$ cat src/rtl/irq_dma_pkg.sv
package irq_dma_pkg;
    typedef enum logic [0:0] {
        IRQ_IDLE   = 1'b0,
        IRQ_RAISED = 1'b1
    } irq_state_t;

    typedef enum logic [0:0] {
        DMA_IDLE = 1'b0,
        DMA_REQ  = 1'b1
    } dma_state_t;
endpackage

$ cat src/rtl/irq_enable_reg.sv
module irq_enable_reg #(
    parameter int N_SRC = 8,
    parameter int CNT_W = 6
) (
    input  logic             clk,
    input  logic             rst_n,
    input  logic             wr_i,
    input  logic [N_SRC-1:0] mask_i,
    input  logic [CNT_W-1:0] thr_i,
    output logic [N_SRC-1:0] mask_q_o,
    output logic [N_SRC-1:0] mask_nxt_o,
    output logic [CNT_W-1:0] thr_q_o
);
    logic [N_SRC-1:0] mask_q;
    logic [CNT_W-1:0] thr_q;

    always_comb mask_nxt_o = wr_i ? mask_i : mask_q;

    always_ff @(posedge clk or negedge rst_n) begin
        if (!rst_n) begin
            mask_q <= '0;
            thr_q  <= '0;
        end else if (wr_i) begin
            mask_q <= mask_i;
            thr_q  <= thr_i;
        end
    end

    assign mask_q_o = mask_q;
    assign thr_q_o  = thr_q;
endmodule

$ cat src/rtl/irq_status_reg.sv
module irq_status_reg #(
    parameter int N_SRC = 8
) (
    input  logic             clk,
    input  logic             rst_n,
    input  logic [N_SRC-1:0] evt_i,
    input  logic             clr_i,
    output logic [N_SRC-1:0] st_q_o,
    output logic [N_SRC-1:0] st_nxt_o
);
    logic [N_SRC-1:0] st_q;
    logic [N_SRC-1:0] st_nxt;

    // Each bit: cleared by a read, but a same-cycle event wins.
    for (genvar k = 0; k < N_SRC; k++) begin : g_bit
        always_comb st_nxt[k] = (st_q[k] & ~clr_i) | evt_i[k];
    end

    always_ff @(posedge clk or negedge rst_n) begin
        if (!rst_n) st_q <= '0;
        else        st_q <= st_nxt;
    end

    assign st_q_o   = st_q;
    assign st_nxt_o = st_nxt;
endmodule

$ cat src/rtl/irq_line_fsm.sv
module irq_line_fsm
    import irq_dma_pkg::*;
(
    input  logic clk,
    input  logic rst_n,
    input  logic pend_nxt_i,
    output logic irq_n_o
);
    irq_state_t state_q, state_d;

    always_ff @(posedge clk or negedge rst_n) begin
        if (!rst_n) state_q <= IRQ_IDLE;
        else        state_q <= state_d;
    end

    always_comb begin
        state_d = state_q;
        unique case (state_q)
            IRQ_IDLE:   if (pend_nxt_i)  state_d = IRQ_RAISED;
            IRQ_RAISED: if (!pend_nxt_i) state_d = IRQ_IDLE;
        endcase
    end

    always_comb irq_n_o = (state_q != IRQ_RAISED);
endmodule

$ cat src/rtl/dma_req_fsm.sv
module dma_req_fsm
    import irq_dma_pkg::*;
#(
    parameter int CNT_W = 6
) (
    input  logic             clk,
    input  logic             rst_n,
    input  logic [CNT_W-1:0] count_i,
    input  logic [CNT_W-1:0] thr_i,
    output logic             req_o
);
    dma_state_t state_q, state_d;
    logic empty;
    logic hit;

    always_comb begin
        empty = (count_i == '0);
        hit   = !empty && (count_i == thr_i);
    end

    always_ff @(posedge clk or negedge rst_n) begin
        if (!rst_n) state_q <= DMA_IDLE;
        else        state_q <= state_d;
    end

    always_comb begin
        state_d = state_q;
        unique case (state_q)
            DMA_IDLE: if (hit)   state_d = DMA_REQ;
            DMA_REQ:  if (empty) state_d = DMA_IDLE;
        endcase
    end

    always_comb req_o = (state_q == DMA_REQ);
endmodule

$ cat src/rtl/irq_dma_ctrl.sv
module irq_dma_ctrl #(
    parameter int N_SRC      = 8,
    parameter int FIFO_DEPTH = 32,
    parameter int CNT_W      = $clog2(FIFO_DEPTH + 1)
) (
    input  logic             clk,
    input  logic             rst_n,
    input  logic [N_SRC-1:0] evt_i,
    input  logic             stat_rd_i,
    input  logic             en_wr_i,
    input  logic [N_SRC-1:0] en_mask_i,
    input  logic [CNT_W-1:0] en_thr_i,
    input  logic [CNT_W-1:0] fifo_count_i,
    output logic [N_SRC-1:0] stat_o,
    output logic             irq_n_o,
    output logic             dma_req_o
);
    logic [N_SRC-1:0] mask_q;
    logic [N_SRC-1:0] mask_nxt;
    logic [CNT_W-1:0] thr_q;
    logic [N_SRC-1:0] st_q;
    logic [N_SRC-1:0] st_nxt;
    logic             pend_nxt;

    irq_enable_reg #(.N_SRC(N_SRC), .CNT_W(CNT_W)) u_en (
        .clk        (clk),
        .rst_n      (rst_n),
        .wr_i       (en_wr_i),
        .mask_i     (en_mask_i),
        .thr_i      (en_thr_i),
        .mask_q_o   (mask_q),
        .mask_nxt_o (mask_nxt),
        .thr_q_o    (thr_q)
    );

    irq_status_reg #(.N_SRC(N_SRC)) u_st (
        .clk      (clk),
        .rst_n    (rst_n),
        .evt_i    (evt_i),
        .clr_i    (stat_rd_i),
        .st_q_o   (st_q),
        .st_nxt_o (st_nxt)
    );

    always_comb pend_nxt = |(st_nxt & mask_nxt);

    irq_line_fsm u_irq (
        .clk        (clk),
        .rst_n      (rst_n),
        .pend_nxt_i (pend_nxt),
        .irq_n_o    (irq_n_o)
    );

    dma_req_fsm #(.CNT_W(CNT_W)) u_dma (
        .clk     (clk),
        .rst_n   (rst_n),
        .count_i (fifo_count_i),
        .thr_i   (thr_q),
        .req_o   (dma_req_o)
    );

    assign stat_o = st_q;
endmodule

$ cat config.mk
export PLATFORM = sky130hd
export DESIGN_NAME = irq_dma_ctrl
export DESIGN_NICKNAME = d
export VERILOG_FILES = /design/src/rtl/irq_dma_pkg.sv /design/src/rtl/irq_enable_reg.sv /design/src/rtl/irq_status_reg.sv /design/src/rtl/irq_line_fsm.sv /design/src/rtl/dma_req_fsm.sv /design/src/rtl/irq_dma_ctrl.sv
export SDC_FILE = /design/constraint.sdc
export NUM_CORES = 1
export LEC_CHECK = 0
export ABC_AREA = 1
export BUFFER_PORTS_ARGS = -buffer_cell sky130_fd_sc_hd__buf_2
export CAP_MARGIN = 20
export CORE_ASPECT_RATIO = 1.1
export CORE_MARGIN = 1
export CORE_UTILIZATION = 40
export CTS_CLUSTER_SIZE = 40
export DETAILED_ROUTE_END_ITERATION = 12
export PLACE_DENSITY = 0.7
export SLEW_MARGIN = 0
export SYNTH_ARGS = -nofsm -noshare
export SYNTH_HDL_FRONTEND = slang
export SYNTH_SLANG_ARGS = --single-unit
$ cat constraint.sdc
create_clock -name clk -period 1.66 [get_ports clk]
set_clock_uncertainty 0.2 [all_clocks]
set_input_delay 0.249 -clock clk [delete_from_list [all_inputs] [get_ports clk]]
set_output_delay 0.249 -clock clk [all_outputs]
set_load 0.02 [all_outputs]
==> results of run 1 <==
## registers in the layout, indices dropped and copies added, names as in the netlist
| register | count |
|---|---|
| u_en.mask_q_o | 8 |
| u_st.st_q_o | 8 |
| u_dma.req_o | 1 |
| u_en.thr_q_o | 6 |
| u_irq.state_q | 1 |
## layout by cell type, fill, tap and decap left out, drive strengths merged
cell type,synthesis,final
nor2,5,5
clkbuf,0,3
nor3,1,1
dfrtp,24,24
buf,4,42
inv,29,29
nand3,1,1
a21oi,1,1
nand4,1,1
o21bai,8,8
dlygate4sd3,0,23
nand2,43,43
o21ai,15,15
## layout make-up
cell class                      count  area (sq um)  share of cell area [%]
Clock buffer                        3          22.5                    1.41
Inverter                           29           109                    6.81
Multi-Input combinational cell     75           385                    24.1
Sequential cell                    24           601                    37.6
Tap cell                           31          38.8                    2.43
Timing Repair Buffer               65           443                    27.7
## path summary, 6_finish.rpt
check,from,endpoint,slack (ns)
worst max-delay path,evt_i[6],u_irq.state_q,0.31
worst min-delay path,fifo_count_i[0],u_dma.req_o,0.05
worst max register to register,u_en.thr_q_o[1],u_dma.req_o,0.53
worst min register to register,u_en.mask_q_o[6],u_en.mask_q_o[6],0.32
max in group asynchronous,rst_n,u_st.st_q_o[2],0.67
min in group asynchronous,rst_n,u_en.thr_q_o[4],0.24
## cells by family (layout without fill, tap and decap cells)
| kind of cell | after synthesis | in the layout | share of synthesized area (%) |
|---|---|---|---|
| and+or+nand+nor | 51 | 51 | 19.2 |
| AOI/OAI and AO/OA | 24 | 24 | 14.6 |
| buffers and inverters | 33 | 97 | 13.4 |
| DFF | 24 | 24 | 52.7 |
## stage by stage
| step | std cells | power [uW] | util (%) | setup slack, ns | area, sq um |
|---|---|---|---|---|---|
| after floorplan | 132 | 821 | - | 0.504 | 1140 |
| after global placement | 201 | 903 | 52.0 | 0.315 | 1350 |
| after detailed placement | 201 | 910 | 52.0 | 0.267 | 1350 |
| after CTS | 227 | 1190 | 61.7 | 0.313 | 1600 |
| after global routing | 227 | 1250 | 61.7 | 0.229 | 1600 |
| final | 227 | 1170 | 61.7 | 0.312 | 1600 |
## what timing repair did
item | CTS | global route
hold buffers | 23 | 0
gates resized for setup | 0 | 0
endpoints found under the hold margin | 46 | 0
## power breakdown
group	switching [uW]	internal (uW)
Combinational	152	128
Clock	153	84.4
Sequential	20.8	637
## metal layers
| layer | vias up | wire (um) |
|---|---|---|
| li1 | 524 | - |
| met4 | 0 | 13 |
| met2 | 33 | 1170 |
| met1 | 437 | 1040 |
| met3 | 2 | 96 |
| met5 | - | 0 |
## critical path: cells and delay by family
kind	cells	cell delay [ns]
buffers and inverters	2	0.66
AND/OR/NAND/NOR	4	0.27
AO/OA/AOI/OAI	1	0.16
==> run_results.csv, run 1 <==
group,metric,value,unit
clocking,ctsRootBufferMaster,"clkbuf_4",
finish,drive_above_1_share,30.1,%
placed_design,gp_congestion,0.706,
detailed_routing,drc,0,
flow_run,maxCapViolCount,0,
setup_path,worstSetupPathType,"input pin to register",
grt,met2_usage,30.2,%
die,die_h,58.0,um
detailed_routing,routed-via-count,996,
synthesis,ys_seq_elements,24,
worst_hold_path,min_delay_path_depth,3,
synthesis,synthTopCellsByArea,"dfrtp_1, nand2_1, inv_1, o21ai_2, o21bai_1",
synthesis,synth_edf_count,0,
synthesis,synth_top_area_share,52.7,%
synthesis,synthArstFlopShare,100,%
grt,grt_pass1_wl,3760,um
detailed_routing,wl_per_cell,10.2,um
timing,slew_headroom,65.3,%
timing,min_period,1.35,ns
die,die_area,0.00306,sq mm
clocking,cts_buffers,3,
clocking,clk_latency,0.30,ns
synthesis,yosys.area.top_type,"dfrtp_1",
timing,setup_viol,0,
grt,grt_pass1_vias,945,
timing,max_freq,742,MHz
detailed_routing,drtIter0Drc,16,
synthesis,yosysSeqAreaShare,52.7,%
synthesis,yosys-top-cells-count,"nand2_1, inv_1, dfrtp_1",
finish,finalNetCount,230,
synthesis,dominantRegCellSynth,"dfrtp_1",
finish,diodes,0,
placed_design,io_buffers,41,
die,rows,19,
detailed_routing,ant_nets,0,
worst_hold_path,hp-class,"input pin to register",
synthesis,synth_area,0.00114,sq mm
clocking,cts_buffer_depth,2,
power,ir_drop,0.486,mV
synthesis,yosysMostFrequentCell,"nand2_1",
finish,area_growth_syn_to_layout,40.4,%
grt,grtUsageTotal,16.6,%
timing,slew_viol_final,0,
setup_path,end_kind,"register",
clocking,cts_setup_buffers,0,
detailed_routing,via_per_inst,4.39,
grt,grt_max_degree,25,
timing,rsz0062_at_grt,"no",
die,ios,42,
setup_path,crit_required,1.66,ns
die,core_area,0.00259,sq mm
detailed_routing,routed_wl,2320,um
power,p_leak,0.000898,uW
setup_path,ff2ff_path_depth,6,
synthesis,synthCells,132,
grt,grt_use_met3,1.57,%
clocking,cts_max_level,1,
clocking,cts_tree,"yes",
setup_path,cp_max_fo,2,
die,fp.dieW,52.9,um
grt,use_met1,20.0,%
timing,tightest_slew,0.520,ns
setup_path,arrival,1.35,ns
timing,finalHoldViolCount,0,
finish,nFillCells,231,
setup_path,critPathLaunchType,"input pin",
clocking,clk_pin_slew_worst_paths,0.12,ns
synthesis,syn-num-nets,164,
timing,fin_crit_sh,81.2,%
synthesis,avgSynthCellArea,8.63,sq um
setup_path,max_stage_delay,0.54,ns
setup_path,slowest_stage,"dlygate4sd3_1",
placed_design,dp_hpwl,1600,um
grt,antenna_found_initial,0,
setup_path,crit_top_cell,"nand2_1",
clocking,clock_sinks,24,
run_status,status,"complete, no violations",
power,power.density,734,mW/mm^2
detailed_routing,first_pass_iters,4,
timing,setup_tns,0,ns
timing,holdWs,0.0521,ns
synthesis,synthDistinctLibCells,18,
setup_path,worstPathCellList,"dlygate4sd3_1 > buf_2 > o21bai_1 > nand2_1 > nand2_1 > nor2_1 > nand2_1",
synthesis,synth_warnings,0,
grt,gr-max-usage-layer,"met2",
die,start_util,43.9,%
grt,grt_overflow,0,
(Power assumes the default switching activity.)
==> run 2: changes to the inputs <==
--- a/config.mk
+++ b/config.mk
@@ -5,7 +5,7 @@
 export SDC_FILE = /design/constraint.sdc
 export NUM_CORES = 1
 export LEC_CHECK = 0
-export ABC_AREA = 1
+export ABC_AREA = 0
 export BUFFER_PORTS_ARGS = -buffer_cell sky130_fd_sc_hd__buf_2
 export CAP_MARGIN = 20
 export CORE_ASPECT_RATIO = 1.1
@@ -13,7 +13,7 @@
 export CORE_UTILIZATION = 40
 export CTS_CLUSTER_SIZE = 40
 export DETAILED_ROUTE_END_ITERATION = 12
-export PLACE_DENSITY = 0.7
+export PLACE_DENSITY = 0.71
 export SLEW_MARGIN = 0
 export SYNTH_ARGS = -nofsm -noshare
 export SYNTH_HDL_FRONTEND = slang
==> constraint.sdc (replaced) <==
create_clock -name clk -period 1.29 [get_ports clk]
set_clock_uncertainty 0.2 [all_clocks]
set_input_delay 0.1935 -clock clk [delete_from_list [all_inputs] [get_ports clk]]
set_output_delay 0.1935 -clock clk [all_outputs]
set_load 0.02 [all_outputs]
==> run_results.csv, run 2 <==
group,metric,value,unit
die,start_util,41.8,%
clocking,ctsRootBufferMaster,"clkbuf_4",
synthesis,synth_compound_area_share,6.35,%
setup_path,crit_required,1.34,ns
finish,finalNetCount,180,
setup_path,critPathLaunchType,"register",
flow_run,maxCapViolCount,0,
power,p_int,1420,uW
die,fp.dieW,50.7,um
die,rows,19,
placed_design,pre_cts_ws,-0.253,ns
power,switchingPower,456,uW
grt,grt_pass1_vias,949,
timing,holdWs,-0.0764,ns
die,die_h,55.6,um
finish,area_growth_syn_to_layout,58.3,%
synthesis,yosys-top-cells-count,"dfrtp_1, mux2_2, or2_2",
setup_path,cp_max_fo,2,
finish,nFillCells,189,
synthesis,synthDistinctLibCells,19,
synthesis,synthSimpleGateAreaFrac,13.1,%
synthesis,synthCells,78,
grt,grt_overflow,0,
finish,final_cell_mix,"buf_2, dfrtp_1, dlygate4sd3_1",
timing,slew_viol_final,0,
finish,drive_above_1_share,52.4,%
timing,fin_ws,-0.0888,ns
setup_path,crit_start,"u_en.thr_q_o[5]",
run_status,failed_checks,"negative hold slack, negative setup slack",
setup_path,r2r_slack,-0.09,ns
setup_path,crit_end,"u_dma.req_o",
synthesis,yosysSeqAreaShare,57.6,%
synthesis,syn-num-nets,110,
clocking,cts_tree,"yes",
die,ios,42,
power,p_leak,0.000764,uW
synthesis,synth_warnings,0,
clocking,cts_buffer_depth,2,
synthesis,synth_mux_area_share,16.5,%
detailed_routing,ant_nets,0,
setup_path,arrival,1.42,ns
synthesis,yosys.area.top_type,"dfrtp_1",
synthesis,avgSynthCellArea,13.4,sq um
timing,fin_crit_sh,107,%
power,pwr-share-clk,28.4,%
setup_path,reg2reg_from,"u_en.thr_q_o[5]",
grt,grtUsageTotal,18.8,%
die,die_area,0.00282,sq mm
timing,tightest_slew,0.527,ns
finish,diodes,0,
finish,final_common_cell,"buf_2",
clocking,clock_sinks,24,
worst_hold_path,hp-class,"input pin to register",
detailed_routing,via_per_inst,4.79,
synthesis,synthTopCellsByArea,"dfrtp_1, mux2_2, mux2_4, or2_2, nor2b_1",
synthesis,yosysMostFrequentCell,"dfrtp_1",
clocking,ctsHoldBuffers,21,
power,power.density,1130,mW/mm^2
timing,min_period,1.38,ns
clocking,clk_latency,0.31,ns
synthesis,synth_xor_xnor_area_share,5.04,%
grt,antenna_found_initial,0,
timing,setup_viol,2,
detailed_routing,drtIter0Drc,6,
synthesis,synth_area,0.00104,sq mm
power,combPwrFrac,24.6,%
synthesis,synth_top_area_share,57.6,%
detailed_routing,first_pass_iters,2,
placed_design,dp_hpwl,1560,um
die,core_area,0.00250,sq mm
synthesis,synth_edf_count,0,
placed_design,io_buffers,41,
clocking,clk_pin_slew_worst_paths,0.13,ns
run_status,status,"finished, violations left",
setup_path,ff2ff_path_depth,4,
placed_design,gp_congestion,0.668,
synthesis,dominantRegCellSynth,"dfrtp_1",
timing,slew_headroom,64.9,%
setup_path,worstSetupPathType,"register to register",
grt,grt_max_degree,25,
detailed_routing,routed-via-count,853,
finish,utilization,66.2,%
setup_path,worstReg2RegEnd,"u_dma.req_o",
power,power_frac_seq,47.0,%
synthesis,synth_top_family_by_area,"multiplexers",
timing,rsz0062_at_grt,"yes",
detailed_routing,routed_wl,2540,um
clocking,cts_max_level,1,
power,ir_drop,1.19,mV
detailed_routing,wl_per_cell,14.3,um
grt,grt_pass1_wl,3970,um
clocking,cts_buffers,3,
power,netSwitchingFraction,24.4,%
detailed_routing,drc,0,
synthesis,ys_seq_elements,24,
synthesis,synthArstFlopShare,100,%
timing,max_freq,725,MHz
timing,finalHoldViolCount,8,
synthesis,synth_fa_ha_area_share,0,%
setup_path,end_kind,"register",
run 2: through the flow:
stage	total power [uW]	std cells	TNS, ns	area, sq um
floorplan	1070	78	-0.0250	1040
global placement	1210	152	-0.242	1310
detailed placement	1220	152	-0.486	1310
CTS	1810	177	-0.155	1590
global route	1970	178	-0.422	1650
finish	1870	178	-0.129	1650
run 2: cell families (layout without fill, tap and decap cells):
kind of cell,after synthesis,count (layout)
AO/OA/AOI/OAI,10,10
AND/OR/NAND/NOR,22,22
buffers and inverters,2,71
multiplexers,14,14
XOR/XNOR,6,6
flip-flops,24,24
run 2: worst min-delay path by stage:
| stage | from | endpoint | slack, ns | cells past startpoint |
|---|---|---|---|---|
| 6_report | en_mask_i[3] | u_en.mask_q_o[3] | -0.08 | 2 |
| 4_1_cts | en_mask_i[3] | u_en.mask_q_o[3] | -0.09 | 2 |
| 3_3_place_gp | rst_n | u_en.thr_q_o[3] | 0.003 | 1 |
| 5_1_grt | en_mask_i[3] | u_en.mask_q_o[3] | -0.11 | 2 |
| 3_5_place_dp | rst_n | u_en.thr_q_o[3] | 0.009 | 1 |
| 2_1_floorplan | rst_n | u_dma.req_o | -0.30 | 0 |
run 2: power groups by stage:
stage          Clock [uW]  Sequential (uW)  Combinational, uW
3_5_place_dp            0              881                339
4_1_cts               548              866                397
6_report              531              880                461
2_1_floorplan           0              916                156
3_3_place_gp            0              877                333
5_1_grt               583              886                500
run 2: cell type report:
class                      count  area (sq um)  area share [%]
clock buffer                   3          22.5            1.36
timing repair buffer          66           520            31.5
clock inverter                 1          30.0            1.82
sequential                    24           601            36.4
multi-input combinational     52           435            26.4
tap                           31          38.8            2.35
inverter                       1          3.75           0.227
run 2: what timing repair did:
item,CTS,global route
setup buffers,0,1
pin swaps,4,0
hold endpoints to repair,48,8
resized for setup,4,19
endpoints found under the setup margin,3,12
run 2: critical path, stage by stage (launching register included):
cell and delay (ns):
dfrtp_1 0.44, xor2_1 0.17, nor4_1 0.26, a31oi_1 0.12, a21oi_1 0.13
run 2: metal layers:
layer	global-route usage, %	vias to the layer above	wire length (um)
met5	0	-	0
met1	20.7	407	1010
li1	-	408	-
met4	7.14	0	27
met2	36.0	34	1390
met3	1.91	4	115
==> run 3: changes to the inputs <==
--- a/config.mk
+++ b/config.mk
@@ -13,7 +13,7 @@
 export CORE_UTILIZATION = 40
 export CTS_CLUSTER_SIZE = 40
 export DETAILED_ROUTE_END_ITERATION = 12
-export PLACE_DENSITY = 0.71
+export PLACE_DENSITY = 0.74
 export SLEW_MARGIN = 0
 export SYNTH_ARGS = -nofsm -noshare
 export SYNTH_HDL_FRONTEND = slang
==> constraint.sdc (replaced) <==
create_clock -name clk -period 1.18 [get_ports clk]
set_clock_uncertainty 0.2 [all_clocks]
set_input_delay 0.177 -clock clk [delete_from_list [all_inputs] [get_ports clk]]
set_output_delay 0.177 -clock clk [all_outputs]
set_load 0.02 [all_outputs]
==> run_results.csv, run 3 (synthesis results as in run 2) <==
group,metric,value,unit
setup_path,crit_start,"u_en.mask_q_o[4]",
die,fp.dieW,50.7,um
finish,area_growth_syn_to_layout,59.1,%
finish,final_common_cell,"buf_2",
setup_path,end_kind,"register",
grt,grtUsageTotal,17.1,%
timing,setup_viol,12,
timing,slew_headroom,80.4,%
grt,grt_pass1_wl,3600,um
placed_design,dp_hpwl,1500,um
setup_path,ff2ff_path_depth,4,
detailed_routing,routed_wl,2170,um
timing,finalHoldViolCount,9,
setup_path,crit_required,1.20,ns
setup_path,critPathLaunchType,"register",
run_status,failed_checks,"negative hold slack, negative setup slack",
clocking,clk_latency,0.31,ns
timing,rsz0062_at_grt,"yes",
timing,holdWs,-0.0941,ns
finish,finalNetCount,179,
power,power.density,1230,mW/mm^2
placed_design,dpl-instance-area,0.00134,sq mm
setup_path,worstReg2RegEnd,"u_irq.state_q",
detailed_routing,wl_per_cell,12.3,um
die,core_area,0.00250,sq mm
die,die_area,0.00282,sq mm
power,p_leak,0.000777,uW
grt,grt_pass1_vias,911,
power,ir_drop,0.984,mV
timing,slew_viol_final,0,
worst_hold_path,holdCritStartpoint,"en_mask_i[7]",
finish,finalInstanceArea,0.00166,sq mm
detailed_routing,drtIter0Drc,8,
detailed_routing,routed-via-count,836,
detailed_routing,drc,0,
grt,grt_max_degree,25,
worst_hold_path,hp-class,"input pin to register",
setup_path,worstPathCellList,"mux2_2 > o21ai_1 > nand4_1 > or2_1",
detailed_routing,via_per_inst,4.72,
timing,setup_tns,-0.911,ns
clocking,ctsRootBufferMaster,"clkbuf_4",
timing,max_freq,733,MHz
clocking,cts_buffer_depth,2,
grt,antenna_found_initial,0,
die,rows,19,
clocking,clock_sinks,24,
run_status,status,"finished, violations left",
detailed_routing,first_pass_iters,2,
clocking,clk_pin_slew_worst_paths,0.13,ns
setup_path,critical_path_buf_inv_count,0,
setup_path,max_stage_delay,0.40,ns
setup_path,r2r_slack,-0.18,ns
die,ios,42,
setup_path,reg2reg_from,"u_en.mask_q_o[4]",
clocking,cts_max_level,1,
placed_design,io_buffers,41,
finish,drive_above_1_share,55.5,%
die,die_h,55.6,um
clocking,cts_tree,"yes",
setup_path,slowest_stage,"dfrtp_1",
detailed_routing,ant_nets,0,
placed_design,gp_congestion,0.669,
setup_path,cp_max_fo,2,
setup_path,arrival,1.38,ns
setup_path,critical_path_depth,4,
worst_hold_path,min_delay_path_depth,2,
finish,diodes,0,
timing,min_period,1.36,ns
clocking,cts_buffers,3,
finish,final_cell_mix,"buf_2, dfrtp_1, dlygate4sd3_1",
die,start_util,41.8,%
worst_hold_path,hold_path_end,"u_en.mask_q_o[7]",
setup_path,critPathTopFamily,"flip-flops",
grt,grt_overflow,0,
timing,fin_ws,-0.185,ns
timing,tightest_slew,0.294,ns
flow_run,maxCapViolCount,0,
setup_path,worstSetupPathType,"register to register",
timing,fin_crit_sh,116,%
run 3: final cells by class:
type	instances	area (sq um)
Clock buffer	3	22.5
Clock inverter	1	30.0
Fill cell	181	836
Inverter	1	3.75
Multi-Input combinational cell	52	457
Sequential cell	24	601
Tap cell	31	38.8
Timing Repair Buffer	65	508
run 3: worst max path at each step:
| stage | slack [ns] | to |
|---|---|---|
| floorplan | -0.13 | u_irq.state_q |
| global placement | -0.30 | u_irq.state_q |
| detailed placement | -0.35 | u_irq.state_q |
| CTS | -0.19 | u_dma.req_o |
| global route | -0.24 | u_irq.state_q |
| finish | -0.18 | u_irq.state_q |
run 3: repair_timing:
item / 4_1_cts / 5_1_grt
buffers inserted: 1 / 0
hold endpoints to repair: 48 / 9
hold buffers: 18 / 1
pin swaps: 1 / 0
setup endpoints to repair: 12 / 12
gates resized for setup: 20 / 2
run 3: power by group:
group | total (uW) | switching (uW) | leakage (uW) | internal (uW)
clock network | 579 | 236 | 0.0000279 | 343
registers | 953 | 46.2 | 0.000271 | 907
logic | 505 | 203 | 0.000478 | 303
total | 2040 | 485 | 0.000777 | 1550
run 3: metrics by stage:
| stage | std cells | setup WS, ns | power, uW | hold slack (ns) | util (%) |
|---|---|---|---|---|---|
| after floorplan | 78 | -0.135 | 1180 | -0.319 | - |
| after global placement | 153 | -0.304 | 1330 | -0.0252 | 53.8 |
| after detailed placement | 153 | -0.352 | 1350 | -0.0228 | 53.8 |
| after CTS | 176 | -0.190 | 2060 | -0.108 | 66.0 |
| after global routing | 177 | -0.244 | 2140 | -0.113 | 66.5 |
| final | 177 | -0.185 | 2040 | -0.0941 | 66.5 |
run 3: metal layers:
metal / part of all wire (%) / wire length [um] / vias up / GRT usage (%)
met1: 40 / 872 / 399 / 18.1
met2: 54 / 1180 / 31 / 33.3
met3: 5.4 / 118 / 0 / 2.46
met5: 0 / 0 / - / 0
met4: 0 / 0 / 0 / 5.95
li1: - / - / 406 / -
